### src/rtl/iwbt_pkg.sv
package iwbt_pkg;
  typedef enum logic [1:0] {
    ST_IDLE  = 2'd0,
    ST_WAIT  = 2'd1,
    ST_FETCH = 2'd2
  } trk_state_e;
endpackage

### src/rtl/iwbt_cnt_step.sv
module iwbt_cnt_step #(
  parameter int CNT_W = 15
) (
  input  logic [CNT_W-1:0] cnt_i,
  input  logic             long_i,
  output logic [CNT_W-1:0] cnt_o,
  output logic             new_word_o
);
  localparam int WORD_W = CNT_W - 2;

  function automatic logic [CNT_W-1:0] step1(input logic [CNT_W-1:0] c);
    if (c[1:0] == 2'd2) step1 = {c[CNT_W-1:2] + WORD_W'(1), 2'b00};
    else                step1 = {c[CNT_W-1:2], c[1:0] + 2'd1};
  endfunction

  logic [CNT_W-1:0] one_q;

  always_comb begin
    one_q      = step1(cnt_i);
    cnt_o      = long_i ? step1(one_q) : one_q;
    new_word_o = (cnt_o[CNT_W-1:2] != cnt_i[CNT_W-1:2]);
  end
endmodule

### src/rtl/iwbt_ind_shift.sv
module iwbt_ind_shift #(
  parameter int NBUF     = 4,
  parameter int JUMP_MAX = 6,
  parameter int SEL_W    = $clog2(NBUF),
  parameter int DW       = $clog2(JUMP_MAX + 1)
) (
  input  logic [NBUF-1:0]  ahead_i,
  input  logic [NBUF-1:0]  behind_i,
  input  logic [SEL_W-1:0] base_i,
  input  logic             back_i,
  input  logic [DW-1:0]    mag_i,
  output logic [NBUF-1:0]  ahead_o,
  output logic [NBUF-1:0]  behind_o,
  output logic             hit_o
);
  logic [SEL_W-1:0] idx;
  logic [SEL_W-1:0] last;

  always_comb begin
    ahead_o  = ahead_i;
    behind_o = behind_i;
    idx      = base_i;
    last     = base_i;
    for (int k = 1; k <= JUMP_MAX; k++) begin
      if (k <= int'(mag_i)) begin
        idx = back_i ? base_i - SEL_W'(k) : base_i + SEL_W'(k);
        if (back_i) begin
          ahead_o[idx]  = behind_o[idx];
          behind_o[idx] = 1'b0;
        end else begin
          behind_o[idx] = ahead_o[idx];
          ahead_o[idx]  = 1'b0;
        end
        last = idx;
      end
    end
    if (mag_i == '0) hit_o = 1'b1;
    else if (back_i) hit_o = ahead_o[last];
    else             hit_o = behind_o[last];
  end
endmodule

### src/rtl/iword_buf_tracker.sv
module iword_buf_tracker #(
  parameter int CNT_W    = 15,
  parameter int NBUF     = 4,
  parameter int JUMP_MAX = 6,
  localparam int SEL_W   = $clog2(NBUF),
  localparam int WORD_W  = CNT_W - 2
) (
  input  logic               clk_i,
  input  logic               rst_ni,
  input  logic               start_i,
  input  logic [CNT_W-1:0]   start_cnt_i,
  input  logic               adv_i,
  input  logic               long_i,
  input  logic               jump_i,
  input  logic [CNT_W-1:0]   jump_cnt_i,
  input  logic [SEL_W-1:0]   exec_buf_i,
  input  logic               fetch_ack_i,
  output logic               ready_o,
  output logic [CNT_W-1:0]   la_cnt_o,
  output logic [2*NBUF-1:0]  ind_o,
  output logic               fetch_req_o,
  output logic [WORD_W-1:0]  fetch_word_o,
  output logic [SEL_W-1:0]   fetch_buf_o
);
  import iwbt_pkg::*;
  localparam int DW = $clog2(JUMP_MAX + 1);

  trk_state_e       state_q;
  logic [CNT_W-1:0] cnt_q;
  logic [NBUF-1:0]  ahead_q, behind_q;

  logic [SEL_W-1:0] cur_buf;
  logic [CNT_W-1:0] step_cnt;
  logic             new_word;
  logic signed [WORD_W-1:0] jdiff;
  logic [WORD_W-1:0] jabs;
  logic             near;
  logic             sh_back;
  logic [DW-1:0]    sh_mag;
  logic [NBUF-1:0]  sh_ahead, sh_behind;
  logic             sh_hit;

  assign cur_buf = cnt_q[2 +: SEL_W];

  iwbt_cnt_step #(.CNT_W(CNT_W)) i_step (
    .cnt_i      (cnt_q),
    .long_i     (long_i),
    .cnt_o      (step_cnt),
    .new_word_o (new_word)
  );

  always_comb begin
    jdiff = signed'(jump_cnt_i[CNT_W-1:2] - cnt_q[CNT_W-1:2]);
    jabs  = (jdiff < 0) ? WORD_W'(-jdiff) : WORD_W'(jdiff);
    near  = (jabs <= WORD_W'(JUMP_MAX));
    if (jump_i) begin
      sh_back = (jdiff < 0);
      sh_mag  = near ? DW'(jabs) : '0;
    end else begin
      sh_back = 1'b0;
      sh_mag  = new_word ? DW'(1) : '0;
    end
  end

  iwbt_ind_shift #(.NBUF(NBUF), .JUMP_MAX(JUMP_MAX), .SEL_W(SEL_W), .DW(DW)) i_shift (
    .ahead_i  (ahead_q),
    .behind_i (behind_q),
    .base_i   (cur_buf),
    .back_i   (sh_back),
    .mag_i    (sh_mag),
    .ahead_o  (sh_ahead),
    .behind_o (sh_behind),
    .hit_o    (sh_hit)
  );

  always_ff @(posedge clk_i or negedge rst_ni) begin
    if (!rst_ni) begin
      state_q  <= ST_IDLE;
      cnt_q    <= '0;
      ahead_q  <= '0;
      behind_q <= '0;
    end else if (start_i) begin
      cnt_q    <= start_cnt_i;
      ahead_q  <= '0;
      behind_q <= '0;
      state_q  <= ST_FETCH;
    end else begin
      unique case (state_q)
        ST_IDLE: begin
          if (jump_i) begin
            cnt_q <= jump_cnt_i;
            if (near) begin
              ahead_q  <= sh_ahead;
              behind_q <= sh_behind;
              state_q  <= sh_hit ? ST_IDLE : ST_WAIT;
            end else begin
              ahead_q  <= '0;
              behind_q <= '0;
              state_q  <= ST_WAIT;
            end
          end else if (adv_i) begin
            cnt_q    <= step_cnt;
            ahead_q  <= sh_ahead;
            behind_q <= sh_behind;
            state_q  <= sh_hit ? ST_IDLE : ST_WAIT;
          end
        end
        ST_WAIT: begin
          // never overwrite the buffer the execution side is still using
          if (exec_buf_i != cur_buf) state_q <= ST_FETCH;
        end
        ST_FETCH: begin
          if (fetch_ack_i) begin
            behind_q[cur_buf] <= 1'b1;
            state_q           <= ST_IDLE;
          end
        end
        default: state_q <= ST_IDLE;
      endcase
    end
  end

  assign ready_o      = (state_q == ST_IDLE);
  assign fetch_req_o  = (state_q == ST_FETCH);
  assign la_cnt_o     = cnt_q;
  assign fetch_word_o = cnt_q[CNT_W-1:2];
  assign fetch_buf_o  = cur_buf;

  for (genvar b = 0; b < NBUF; b++) begin : g_ind
    assign ind_o[2*b+1] = ahead_q[b];
    assign ind_o[2*b]   = behind_q[b];
  end

  assert_group_valid_R2: assert property (@(posedge clk_i) disable iff (!rst_ni)
    (la_cnt_o[1:0] != 2'b11 && !start_i && !jump_i) |=> la_cnt_o[1:0] != 2'b11);

  assert_fetch_waits_exec_R4: assert property (@(posedge clk_i) disable iff (!rst_ni)
    ($rose(fetch_req_o) && !$past(start_i)) |-> ($past(exec_buf_i) != fetch_buf_o));

  assert_ack_sets_behind_R5: assert property (@(posedge clk_i) disable iff (!rst_ni)
    (fetch_req_o && fetch_ack_i && !start_i) |=> (behind_q[$past(fetch_buf_o)] && ready_o));

  assert_start_clears_R10: assert property (@(posedge clk_i) disable iff (!rst_ni)
    start_i |=> (ind_o == '0 && fetch_req_o));

  assert_stall_holds_cnt_R11: assert property (@(posedge clk_i) disable iff (!rst_ni)
    (!ready_o && !start_i) |=> $stable(la_cnt_o));
endmodule

### config.mk
export PLATFORM = sky130hd
export DESIGN_NAME = iword_buf_tracker
export DESIGN_NICKNAME = d
export VERILOG_FILES = /design/src/rtl/iwbt_pkg.sv /design/src/rtl/iwbt_cnt_step.sv /design/src/rtl/iwbt_ind_shift.sv /design/src/rtl/iword_buf_tracker.sv
export SDC_FILE = /design/constraint.sdc
export NUM_CORES = 1
export LEC_CHECK = 0
export ABC_CLOCK_PERIOD_IN_PS = 7500
export BUFFER_PORTS_ARGS = -buffer_cell sky130_fd_sc_hd__buf_2
export CAP_MARGIN = 20
export CORE_ASPECT_RATIO = 0.7
export CORE_MARGIN = 3
export CORE_UTILIZATION = 35
export DETAILED_ROUTE_END_ITERATION = 10
export PLACE_DENSITY = 0.51
export SLEW_MARGIN = 15
export SYNTH_ARGS = -nofsm -noshare
export SYNTH_HDL_FRONTEND = slang
export SYNTH_SLANG_ARGS = --single-unit
### constraint.sdc
create_clock -name clk_i -period 7.5 [get_ports clk_i]
set_input_delay 1.125 -clock clk_i [delete_from_list [all_inputs] [get_ports clk_i]]
set_output_delay 1.125 -clock clk_i [all_outputs]
set_load 0.005 [all_outputs]
==> results of run 1 <==
==> metrics by stage <==
stage | setup TNS [ns] | util | power, W
CTS | 0 | 0.423 | 0.00109
finish | 0 | 0.426 | 0.00112
floorplan | 0 | - | 0.000701
global route | -0.0568 | 0.426 | 0.00119
global placement | 0 | 0.417 | 0.000971
detailed placement | -0.145 | 0.417 | 0.000965
==> metal layers <==
metal	wire length [µm]	global-route usage	vias to the layer above
li1	-	-	2960
met1	11200	0.426	3018
met2	8230	0.337	398
met3	2650	0.0604	29
met4	253	0.0375	0
met5	0	0	-
==> path summary, 6_finish.rpt <==
| path | startpoint | endpoint | slack (ns) | cells past startpoint |
|---|---|---|---|---|
| setup / recovery | jump_cnt_i[2] | behind_q[3]$_DFFE_PN0P_ | 0.26 | 28 |
| hold / removal | la_cnt_o[0]$_DFFE_PN0P_ | la_cnt_o[0]$_DFFE_PN0P_ | 0.69 | 2 |
| setup reg to reg | la_cnt_o[9]$_DFFE_PN0P_ | behind_q[3]$_DFFE_PN0P_ | 0.70 | 27 |
| hold reg to reg | la_cnt_o[0]$_DFFE_PN0P_ | la_cnt_o[0]$_DFFE_PN0P_ | 0.69 | 2 |
| max in group asynchronous | rst_ni | la_cnt_o[9]$_DFFE_PN0P_ | 6.24 | 1 |
| min in group asynchronous | rst_ni | ahead_q[2]$_DFFE_PN0P_ | 0.86 | 1 |
==> registers in the layout, summed over array words and instances, names as in the netlist <==
signal / count
state_q: 2
ahead_q: 4
behind_q: 4
la_cnt_o: 15
==> cells in the final DEF, fill, tap and decap left out, types with 10 or more instances in the layout <==
cell type / synthesis / routed
a21oi_1: 50 / 50
a221oi_1: 11 / 11
a31oi_1: 13 / 13
and2_1: 10 / 10
and3_1: 17 / 16
buf_2: 5 / 78
buf_4: 15 / 47
dfrtp_1: 25 / 25
ha_1: 26 / 26
inv_1: 30 / 30
nand2_1: 103 / 103
nand2b_1: 12 / 12
nand3_1: 24 / 24
nand4_1: 19 / 19
nor2_1: 66 / 66
nor3_1: 31 / 30
o211a_1: 10 / 10
o211ai_1: 11 / 11
o21ai_0: 48 / 48
xnor2_1: 20 / 20
==> what timing repair did <==
action / in CTS / in global routing
setup buffers: 0 / 2
resized for setup: 0 / 5
endpoints found under the setup margin: 0 / 9
==> logic make-up (layout without fill, tap and decap cells) <==
group	after synthesis	in the layout	share of synthesized area
flops	25	25	0.119
simple gates	336	336	0.324
fa+ha+maj	27	27	0.0657
buf+inv	81	160	0.0729
xor+xnor	32	32	0.0576
mux	16	16	0.0386
compound gates	239	239	0.322
==> critical path: stages <==
cell	delay [ns]
buf_2	0.08
inv_1	0.05
ha_1	0.21
fa_1	0.39
nand2b_1	0.19
a211oi_2	0.32
o21ai_1	0.15
a211o_1	0.29
nand2_1	0.09
nor2_1	0.05
or2_2	0.30
ha_1	0.34
inv_1	0.11
mux4_2	0.29
nor2_1	0.34
mux2_1	0.28
mux2i_1	0.12
nor4_1	0.25
a32oi_1	0.18
and2_1	0.26
o41ai_1	0.55
nor4_1	0.15
nor3_2	0.31
a22oi_2	0.12
o31ai_2	0.23
or2_4	0.20
o211ai_1	0.11
a221oi_1	0.33
==> layout make-up <==
class,count,area share
clock buffers,4,0.0130
multi-input cells,650,0.704
repair buffers,125,0.122
well taps,190,0.0391
flip-flops and latches,25,0.103
inverters,31,0.0191
==> report_power, final <==
group | leakage, nW | internal (W) | total [W] | switching, W
Clock | 0.0382 | 0.0000728 | 0.000121 | 0.0000482
Sequential | 0.311 | 0.000151 | 0.000182 | 0.0000315
Combinational | 2.25 | 0.000295 | 0.000814 | 0.000520
==> metrics.md, run 1 <==
| Metric | Value |
|---|---|
| Max VDD drop | 87.0 µV |
| Sink Count | 25 |
| CP endpoint kind | register |
| CP Data Arrival Time | 7.40 ns |
| Routed Antenna Nets | 0 |
| Initial antenna violation count | 0 |
| CTS tree | done |
| Required @ worst endpoint | 7.65 ns |
| Worst Path Max Fanout | 4 |
| Final setup fails | 0 |
| Fin cells | 1,025 |
| Distinct cells, synth | 91 |
| Hold_ws | 0.688 ns |
| Core area | 14,300 µm² |
| Area Growth Syn to Fin | 15.7% |
| Remaining DRCs | 0 |
| RSZ-0062 raised after global routing | yes |
| EDFF count, synth | 0 |
| Die span in y | 109 µm |
| Final min period | 7.24 ns |
| # IOs | 79 |
| Ys flop type | dfrtp_1 |
| Synth top area share | 0.119 |
| First-pass GRT wire length | 34.3 mm |
| Grt ovf | 0 |
| Count leader, synth | nand2_1 |
| Final instance area | 6080 µm² |
| Global router's overall resource usage | 0.259 |
| Fin Clk Skew | 0.00514 ns |
| Max clock buf depth | 2 |
| Dpl hpwl | 17.8 mm |
| Setup ws final | 0.256 ns |
| Routed wire length | 22.4 mm |
| Die X | 152 µm |
| Post-synth top area cell | dfrtp_1 |
| TritonCTS buffer count | 3 |
| Final period util | 0.966 |
| Slew at the pin with the worst max-slew slack | 0.817 ns |
| Initial DRT Pass Iterations | 6 |
| YS warnings | 0 |
| Leak Pwr | 2.60 nW |
| Hold Crit Class | reg -> reg |
| Slew Limit Fails | 0 |
| H-tree depth | 1 |
| Critical Setup Path Class | in -> reg |
| Synth area leaders | dfrtp_1 12%, nand2_1 7.4%, ha_1 6.2% |
| Max Cap Viol | 0 |
| Post-CTS Hold Buffers | 0 |
| Dpl ws | -0.0735 ns |
| WL/cell | 21.8 µm |
| CTS Root Cell | clkbuf_16 |
| Post-synthesis instance area | 5250 µm² |
| Sequential element share of the synthesized area | 0.119 |
| Final hold vios | 0 |
| Synth top cells by count | 103 x nand2_1, 66 x nor2_1, 50 x a21oi_1, 48 x o21ai_0, 31 x nor3_1 |
| Post-synth ARST share | 1.00 |
| Outcome | finished, final reports clean |
| Fill cells | 1,519 |
| Sequential Area | 626 µm² |
| Multi-input logic area | 4280 µm² |
| GP Congestion | 0.994 |
| DR vias | 6,405 |
| Vias in the first global route | 5,881 |
| Die Footprint | 16,500 µm² |
| IO Port Bufs | 78 |
| 1st-iter DRT viols | 781 |
| Worst-path clk slew | 0.07 ns |
| Placed instance count | 1,019 |
| Critical path launch point type | primary input |
| Fmax | 138 MHz |
| Post-synthesis cell count | 756 |
| Final-stage net count | 902 |
| Number of synthesized register bits | 25 |
| Antenna Cells | 0 |
| Post-Syn Nets | 822 |
| Layout cell share with drive strength beyond 1 | 0.210 |
| Pwr dens | 184 nW/µm² |
| Area post-placement | 5960 µm² |
| Cell Rows | 36 |
| Largest net degree at the start of global routing | 41 |
| Relative slew slack | 0.450 |
| Via/cell ratio | 6.25 |
| Worst skew pair latency | 0.26 ns |
| Syn Area/Cell | 6.95 µm² |
| Initial Util | 0.368 |
Power figures use the tool's default switching activity.
==> run 2, diff against run 1 <==
--- a/config.mk
+++ b/config.mk
@@ -10,9 +10,9 @@
 export CAP_MARGIN = 20
 export CORE_ASPECT_RATIO = 0.7
 export CORE_MARGIN = 3
-export CORE_UTILIZATION = 35
+export CORE_UTILIZATION = 50
 export DETAILED_ROUTE_END_ITERATION = 10
-export PLACE_DENSITY = 0.51
+export PLACE_DENSITY = 0.79
 export SLEW_MARGIN = 15
 export SYNTH_ARGS = -nofsm -noshare
 export SYNTH_HDL_FRONTEND = slang
==> metrics.md, run 2 (synthesized netlist as in run 1, its figures left out) <==
| Metric | Value |
|---|---|
| CP Data Arrival Time | 7.36 ns (was 7.40 ns) |
| Initial Util | 0.528 (was 0.368) |
| Antenna Cells | 0 (unchanged) |
| Pwr dens | 188 nW/µm² (was 184 nW/µm²) |
| IO Port Bufs | 78 (unchanged) |
| Leak Pwr | 2.53 nW (was 2.60 nW) |
| WHS Endpoint | la_cnt_o[0]$_DFFE_PN0P_ (unchanged) |
| Relative slew slack | 0.420 (was 0.450) |
| CTS tree | done (unchanged) |
| DR vias | 6,559 (was 6,405) |
| Required @ worst endpoint | 7.70 ns (was 7.65 ns) |
| Post-CTS Hold Buffers | 0 (unchanged) |
| TritonCTS buffer count | 3 (unchanged) |
| Final instance area | 5910 µm² (was 6080 µm²) |
| Slowest cell delay on critical path | 0.39 ns (was 0.55 ns) |
| Largest register FFs | 15 (unchanged) |
| Final Util | 0.594 (was 0.426) |
| Slowest cell on crit path | fa_1 (was o41ai_1) |
| Commonest cells after routing, fill and taps aside | 103 x nand2_1, 78 x buf_2, 66 x nor2_1, 50 x a21oi_1, 48 x o21ai_0 (unchanged) |
| Commonest non-fill, non-tap cell in the layout | nand2_1 (unchanged) |
| Initial antenna violation count | 0 (unchanged) |
| 1st-iter DRT viols | 966 (was 781) |
| Worst Path Max Fanout | 11 (was 4) |
| CTS Root Cell | clkbuf_16 (unchanged) |
| Max Cap Viol | 0 (unchanged) |
| GP Congestion | 1.04 (was 0.994) |
| Die Footprint | 11,800 µm² (was 16,500 µm²) |
| Fin Clk Skew | 0.00323 ns (was 0.00514 ns) |
| WL/cell | 22.6 µm (was 21.8 µm) |
| Die span in y | 91.8 µm (was 109 µm) |
| Worst-path clk slew | 0.07 ns (about the same) |
| Largest net degree at the start of global routing | 41 (unchanged) |
| Critical Setup Path Class | in -> reg (unchanged) |
| Slew at the pin with the worst max-slew slack | 0.861 ns (was 0.817 ns) |
| H-tree depth | 1 (unchanged) |
| Critical path launch point type | primary input (unchanged) |
| Final min period | 7.16 ns (was 7.24 ns) |
| Final setup fails | 0 (unchanged) |
| Layout cell share with drive strength beyond 1 | 0.200 (was 0.210) |
| Sink Count | 25 (unchanged) |
| Hold Crit Class | reg -> reg (unchanged) |
| Worst skew pair latency | 0.26 ns (about the same) |
| Min-delay src | la_cnt_o[0]$_DFFE_PN0P_ (unchanged) |
| Max clock buf depth | 2 (unchanged) |
| Routed Antenna Nets | 0 (unchanged) |
| Final-stage net count | 888 (was 902) |
| Reg2Reg Depth | 29 (was 27) |
| Fmax | 140 MHz (was 138 MHz) |
| # IOs | 79 (unchanged) |
| WHS Path Cells | 2 (unchanged) |
| Area Growth Syn to Fin | 12.4% (was 15.7%) |
| Area post-placement | 5780 µm² (was 5960 µm²) |
| Worst reg2reg path startpoint | la_cnt_o[10]$_DFFE_PN0P_ (was la_cnt_o[9]$_DFFE_PN0P_) |
| Final period util | 0.955 (was 0.966) |
| Global router's overall resource usage | 0.347 (was 0.259) |
| Vias in the first global route | 5,807 (was 5,881) |
| Initial DRT Pass Iterations | 6 (unchanged) |
| First-pass GRT wire length | 32.8 mm (was 34.3 mm) |
| Via/cell ratio | 6.91 (was 6.25) |
| CP endpoint kind | register (unchanged) |
| Die X | 129 µm (was 152 µm) |
| Remaining DRCs | 0 (unchanged) |
| Grt ovf | 0 (unchanged) |
| Reg2Reg Setup Slack | 0.80 ns (was 0.70 ns) |
| Max VDD drop | 127 µV (was 87.0 µV) |
| Core area | 9950 µm² (was 14,300 µm²) |
| Final hold vios | 0 (unchanged) |
| Outcome | finished, final reports clean (unchanged) |
| RR Endpoint | state_q[0]$_DFFE_PN0P_ (was behind_q[3]$_DFFE_PN0P_) |
| Cell Rows | 30 (was 36) |
| Dpl hpwl | 16.9 mm (was 17.8 mm) |
| Routed wire length | 21.5 mm (was 22.4 mm) |
| Slew Limit Fails | 0 (unchanged) |
## run 2: timing repair
item                                   CTS  global route
resized for setup                        0             8
buffers inserted                         0             2
setup endpoints to repair                0             5
endpoints found under the hold margin    0             0
## run 2: where the power goes
part / internal (W) / switching [W]
Sequential: 0.000151 / 0.0000314
Combinational: 0.000286 / 0.000521
Clock: 0.0000728 / 0.0000483
## run 2: how the worst max path moves through the flow
stage                              from                endpoint  slack, ns  cells past startpoint
final                     jump_cnt_i[2]  state_q[0]$_DFFE_PN0P_       0.34                     31
after global routing      jump_cnt_i[2]  state_q[0]$_DFFE_PN0P_      -0.02                     31
after CTS                 jump_cnt_i[2]  state_q[0]$_DFFE_PN0P_       0.29                     28
after detailed placement  jump_cnt_i[2]  state_q[0]$_DFFE_PN0P_       0.04                     28
after global placement    jump_cnt_i[2]  state_q[0]$_DFFE_PN0P_       0.23                     28
after floorplan           jump_cnt_i[2]  state_q[0]$_DFFE_PN0P_       0.03                     29
## run 2: critical path: cells and delay by family
family          cells  cell delay [ns]
compound gates     11             2.54
buf+inv             5             0.61
mux                 4             0.89
fa+ha+maj           3             0.94
simple gates        8             1.25
## run 2: area by class of cell
class / count / area [µm²]
Multi-Input combinational cell: 650 / 4290
Fill cell: 944 / 4040
Timing Repair Buffer: 111 / 638
Sequential cell: 25 / 626
Tap cell: 128 / 160
Inverter: 31 / 116
Clock buffer: 4 / 78.8
## run 2: metrics by stage
stage               cells  power [W]  hold slack, ns  worst slack (ns)  TNS (ns)
floorplan             756   0.000701           0.561            0.0290         0
global placement      943   0.000936           0.664             0.226         0
detailed placement    943   0.000945           0.671            0.0372         0
CTS                   947    0.00107           0.683             0.288         0
global route          949    0.00117           0.731           -0.0193   -0.0195
finish                949    0.00111           0.694             0.340         0
## run 2: layer usage
layer	routed length, µm	vias to the layer above	track usage
met5	0	-	0.0136
met4	211	0	0.0490
met3	3320	27	0.107
met2	8340	521	0.454
met1	9620	3078	0.554
li1	-	2933	-
==> run 3, diff against run 2 <==
--- a/config.mk
+++ b/config.mk
@@ -13,6 +13,7 @@
 export CORE_UTILIZATION = 50
 export DETAILED_ROUTE_END_ITERATION = 10
 export PLACE_DENSITY = 0.79
+export REMOVE_ABC_BUFFERS = 1
 export SLEW_MARGIN = 15
 export SYNTH_ARGS = -nofsm -noshare
 export SYNTH_HDL_FRONTEND = slang
==> metrics.md, run 3 (synthesized netlist as in run 1, its figures left out) <==
| Metric | Value |
|---|---|
| Outcome | finished, final reports clean (unchanged) |
| H-tree depth | 1 (unchanged) |
| Slew Limit Fails | 0 (unchanged) |
| Routed wire length | 21.1 mm (was 21.5 mm) |
| Fill cells | 952 (was 944) |
| Final hold vios | 0 (unchanged) |
| Initial antenna violation count | 0 (unchanged) |
| Pwr dens | 189 nW/µm² (was 188 nW/µm²) |
| Slew at the pin with the worst max-slew slack | 0.840 ns (was 0.861 ns) |
| Remaining DRCs | 0 (unchanged) |
| Initial Util | 0.528 (unchanged) |
| Worst Path Max Fanout | 5 (was 11) |
| CP endpoint kind | register (unchanged) |
| First-pass GRT wire length | 32.6 mm (was 32.8 mm) |
| TritonCTS buffer count | 3 (unchanged) |
| Area post-placement | 5750 µm² (was 5780 µm²) |
| Layout cell share with drive strength beyond 1 | 0.193 (was 0.200) |
| Die Footprint | 11,800 µm² (unchanged) |
| Largest net degree at the start of global routing | 41 (unchanged) |
| Die X | 129 µm (unchanged) |
| Leak Pwr | 2.51 nW (was 2.53 nW) |
| Fmax | 138 MHz (was 140 MHz) |
| Final-stage net count | 884 (was 888) |
| Max VDD drop | 146 µV (was 127 µV) |
| DR vias | 6,550 (was 6,559) |
| Switch Pwr | 0.000606 W (was 0.000601 W) |
| Slowest cell on crit path | a31oi_1 (was fa_1) |
| Worst skew pair latency | 0.27 ns (was 0.26 ns) |
| GP Congestion | 1.03 (was 1.04) |
| Final Power | 0.00111 W (about the same) |
| Sink Count | 25 (unchanged) |
| Commonest cells after routing, fill and taps aside | 103 x nand2_1, 78 x buf_2, 66 x nor2_1, 50 x a21oi_1, 48 x o21ai_0 (unchanged) |
| IO Port Bufs | 78 (unchanged) |
| Worst-path clk slew | 0.07 ns (about the same) |
| Final setup fails | 0 (unchanged) |
| Gate power share | 0.718 (was 0.727) |
| # IOs | 79 (unchanged) |
| Setup_tns | 0 ns (unchanged) |
| P_int | 0.000500 W (was 0.000509 W) |
| Required @ worst endpoint | 7.66 ns (was 7.70 ns) |
| Sequential power share | 0.162 (was 0.164) |
| Routed Antenna Nets | 0 (unchanged) |
| Fin Clk Skew | 0.00464 ns (was 0.00323 ns) |
| Core area | 9950 µm² (unchanged) |
| Max clock buf depth | 2 (unchanged) |
| Critical Setup Path Class | in -> reg (unchanged) |
| Vias in the first global route | 5,973 (was 5,807) |
| WL/cell | 22.3 µm (was 22.6 µm) |
| 1st-iter DRT viols | 959 (was 966) |
| Via/cell ratio | 6.93 (was 6.91) |
| Multi-input logic area | 4270 µm² (was 4290 µm²) |
| Area Growth Syn to Fin | 11.7% (was 12.4%) |
| CTS tree | done (unchanged) |
| Antenna Cells | 0 (unchanged) |
| Final Util | 0.590 (was 0.594) |
| Largest register FFs | 15 (unchanged) |
| Final instance area | 5870 µm² (was 5910 µm²) |
| Die span in y | 91.8 µm (unchanged) |
| Final min period | 7.25 ns (was 7.16 ns) |
| Commonest non-fill, non-tap cell in the layout | nand2_1 (unchanged) |
| Sequential Area | 626 µm² (unchanged) |
| Global router's overall resource usage | 0.342 (was 0.347) |
| Relative slew slack | 0.434 (was 0.420) |
| Initial DRT Pass Iterations | 6 (unchanged) |
| Cell Rows | 30 (unchanged) |
| Grt ovf | 0 (unchanged) |
| Net Sw Frac | 0.548 (was 0.541) |
| Clock power frac | 0.120 (was 0.109) |
| CP Data Arrival Time | 7.41 ns (was 7.36 ns) |
| Slowest cell delay on critical path | 0.41 ns (was 0.39 ns) |
| Final period util | 0.967 (was 0.955) |
| CTS Root Cell | clkbuf_16 (unchanged) |
| Max Cap Viol | 0 (unchanged) |
| Critical path launch point type | primary input (unchanged) |
| Hold Crit Class | reg -> reg (unchanged) |
| Dpl hpwl | 16.4 mm (was 16.9 mm) |
| Hold_ws | 0.686 ns (was 0.694 ns) |
==> run 3: cell types whose count changed in the layout (fill, tap and decap cells not counted), sizes merged <==
cell / before / now
buf: 111 / 107
inv: 30 / 31
clkbuf: 4 / 3
==> run 3: final timing paths <==
kind | startpoint | endpoint | slack [ns] | cells after the start
max in group asynchronous | rst_ni | ahead_q[3]$_DFFE_PN0P_ | 6.23 | 1
worst min register to register | ahead_q[2]$_DFFE_PN0P_ | ahead_q[2]$_DFFE_PN0P_ | 0.69 | 1
worst max-delay path | jump_cnt_i[2] | state_q[0]$_DFFE_PN0P_ | 0.25 | 29
worst min-delay path | ahead_q[2]$_DFFE_PN0P_ | ahead_q[2]$_DFFE_PN0P_ | 0.69 | 1
worst max register to register | la_cnt_o[11]$_DFFE_PN0P_ | state_q[0]$_DFFE_PN0P_ | 0.73 | 27
min in group asynchronous | rst_ni | la_cnt_o[8]$_DFFE_PN0P_ | 0.86 | 1
==> run 3: repair_timing <==
item,4_1_cts,5_1_grt
gates resized for setup,0,5
endpoints found under the setup margin,0,9
setup buffers,0,1
hold buffers,0,0
==> run 3: final cells by class <==
| cell class | count | share of cell area |
|---|---|---|
| clock buffer | 3 | 0.0128 |
| timing repair buffer | 107 | 0.104 |
| clock inverter | 1 | 0.00149 |
| tap | 128 | 0.0273 |
| inverter | 31 | 0.0198 |
| multi-input combinational | 650 | 0.728 |
| sequential | 25 | 0.107 |
==> run 3: routing by layer <==
| layer | GRT usage | vias to the layer above | share of wire | wire [µm] |
|---|---|---|---|---|
| li1 | - | 2927 | - | - |
| met1 | 0.516 | 3046 | 0.43 | 9120 |
| met2 | 0.468 | 524 | 0.40 | 8420 |
| met3 | 0.113 | 53 | 0.15 | 3150 |
| met4 | 0.0682 | 0 | 0.017 | 359 |
| met5 | 0 | - | 0 | 0 |
==> run 3: metrics by stage <==
step                worst slack, ns  std cells
finish                        0.248        945
global route                -0.0137        945
CTS                           0.230        944
detailed placement          -0.0290        940
global placement              0.186        940
floorplan                   -0.0832        706
==> run 3: critical path: cells and delay by family <==
family | cells | cell delay, ns
buffers and inverters | 3 | 0.25
AND/OR/NAND/NOR | 8 | 1.61
adder cells (fa/ha/maj) | 3 | 0.94
AO/OA/AOI/OAI | 12 | 2.92
multiplexers | 3 | 0.57
==> run 3: power by group through the flow <==
stage	registers, W	clock network [W]	logic, W
after global routing	0.000181	0.000137	0.000848
after floorplan	0.000182	0	0.000489
after detailed placement	0.000180	0	0.000753
final	0.000179	0.000132	0.000795
after global placement	0.000178	0	0.000742
after CTS	0.000177	0.000129	0.000756
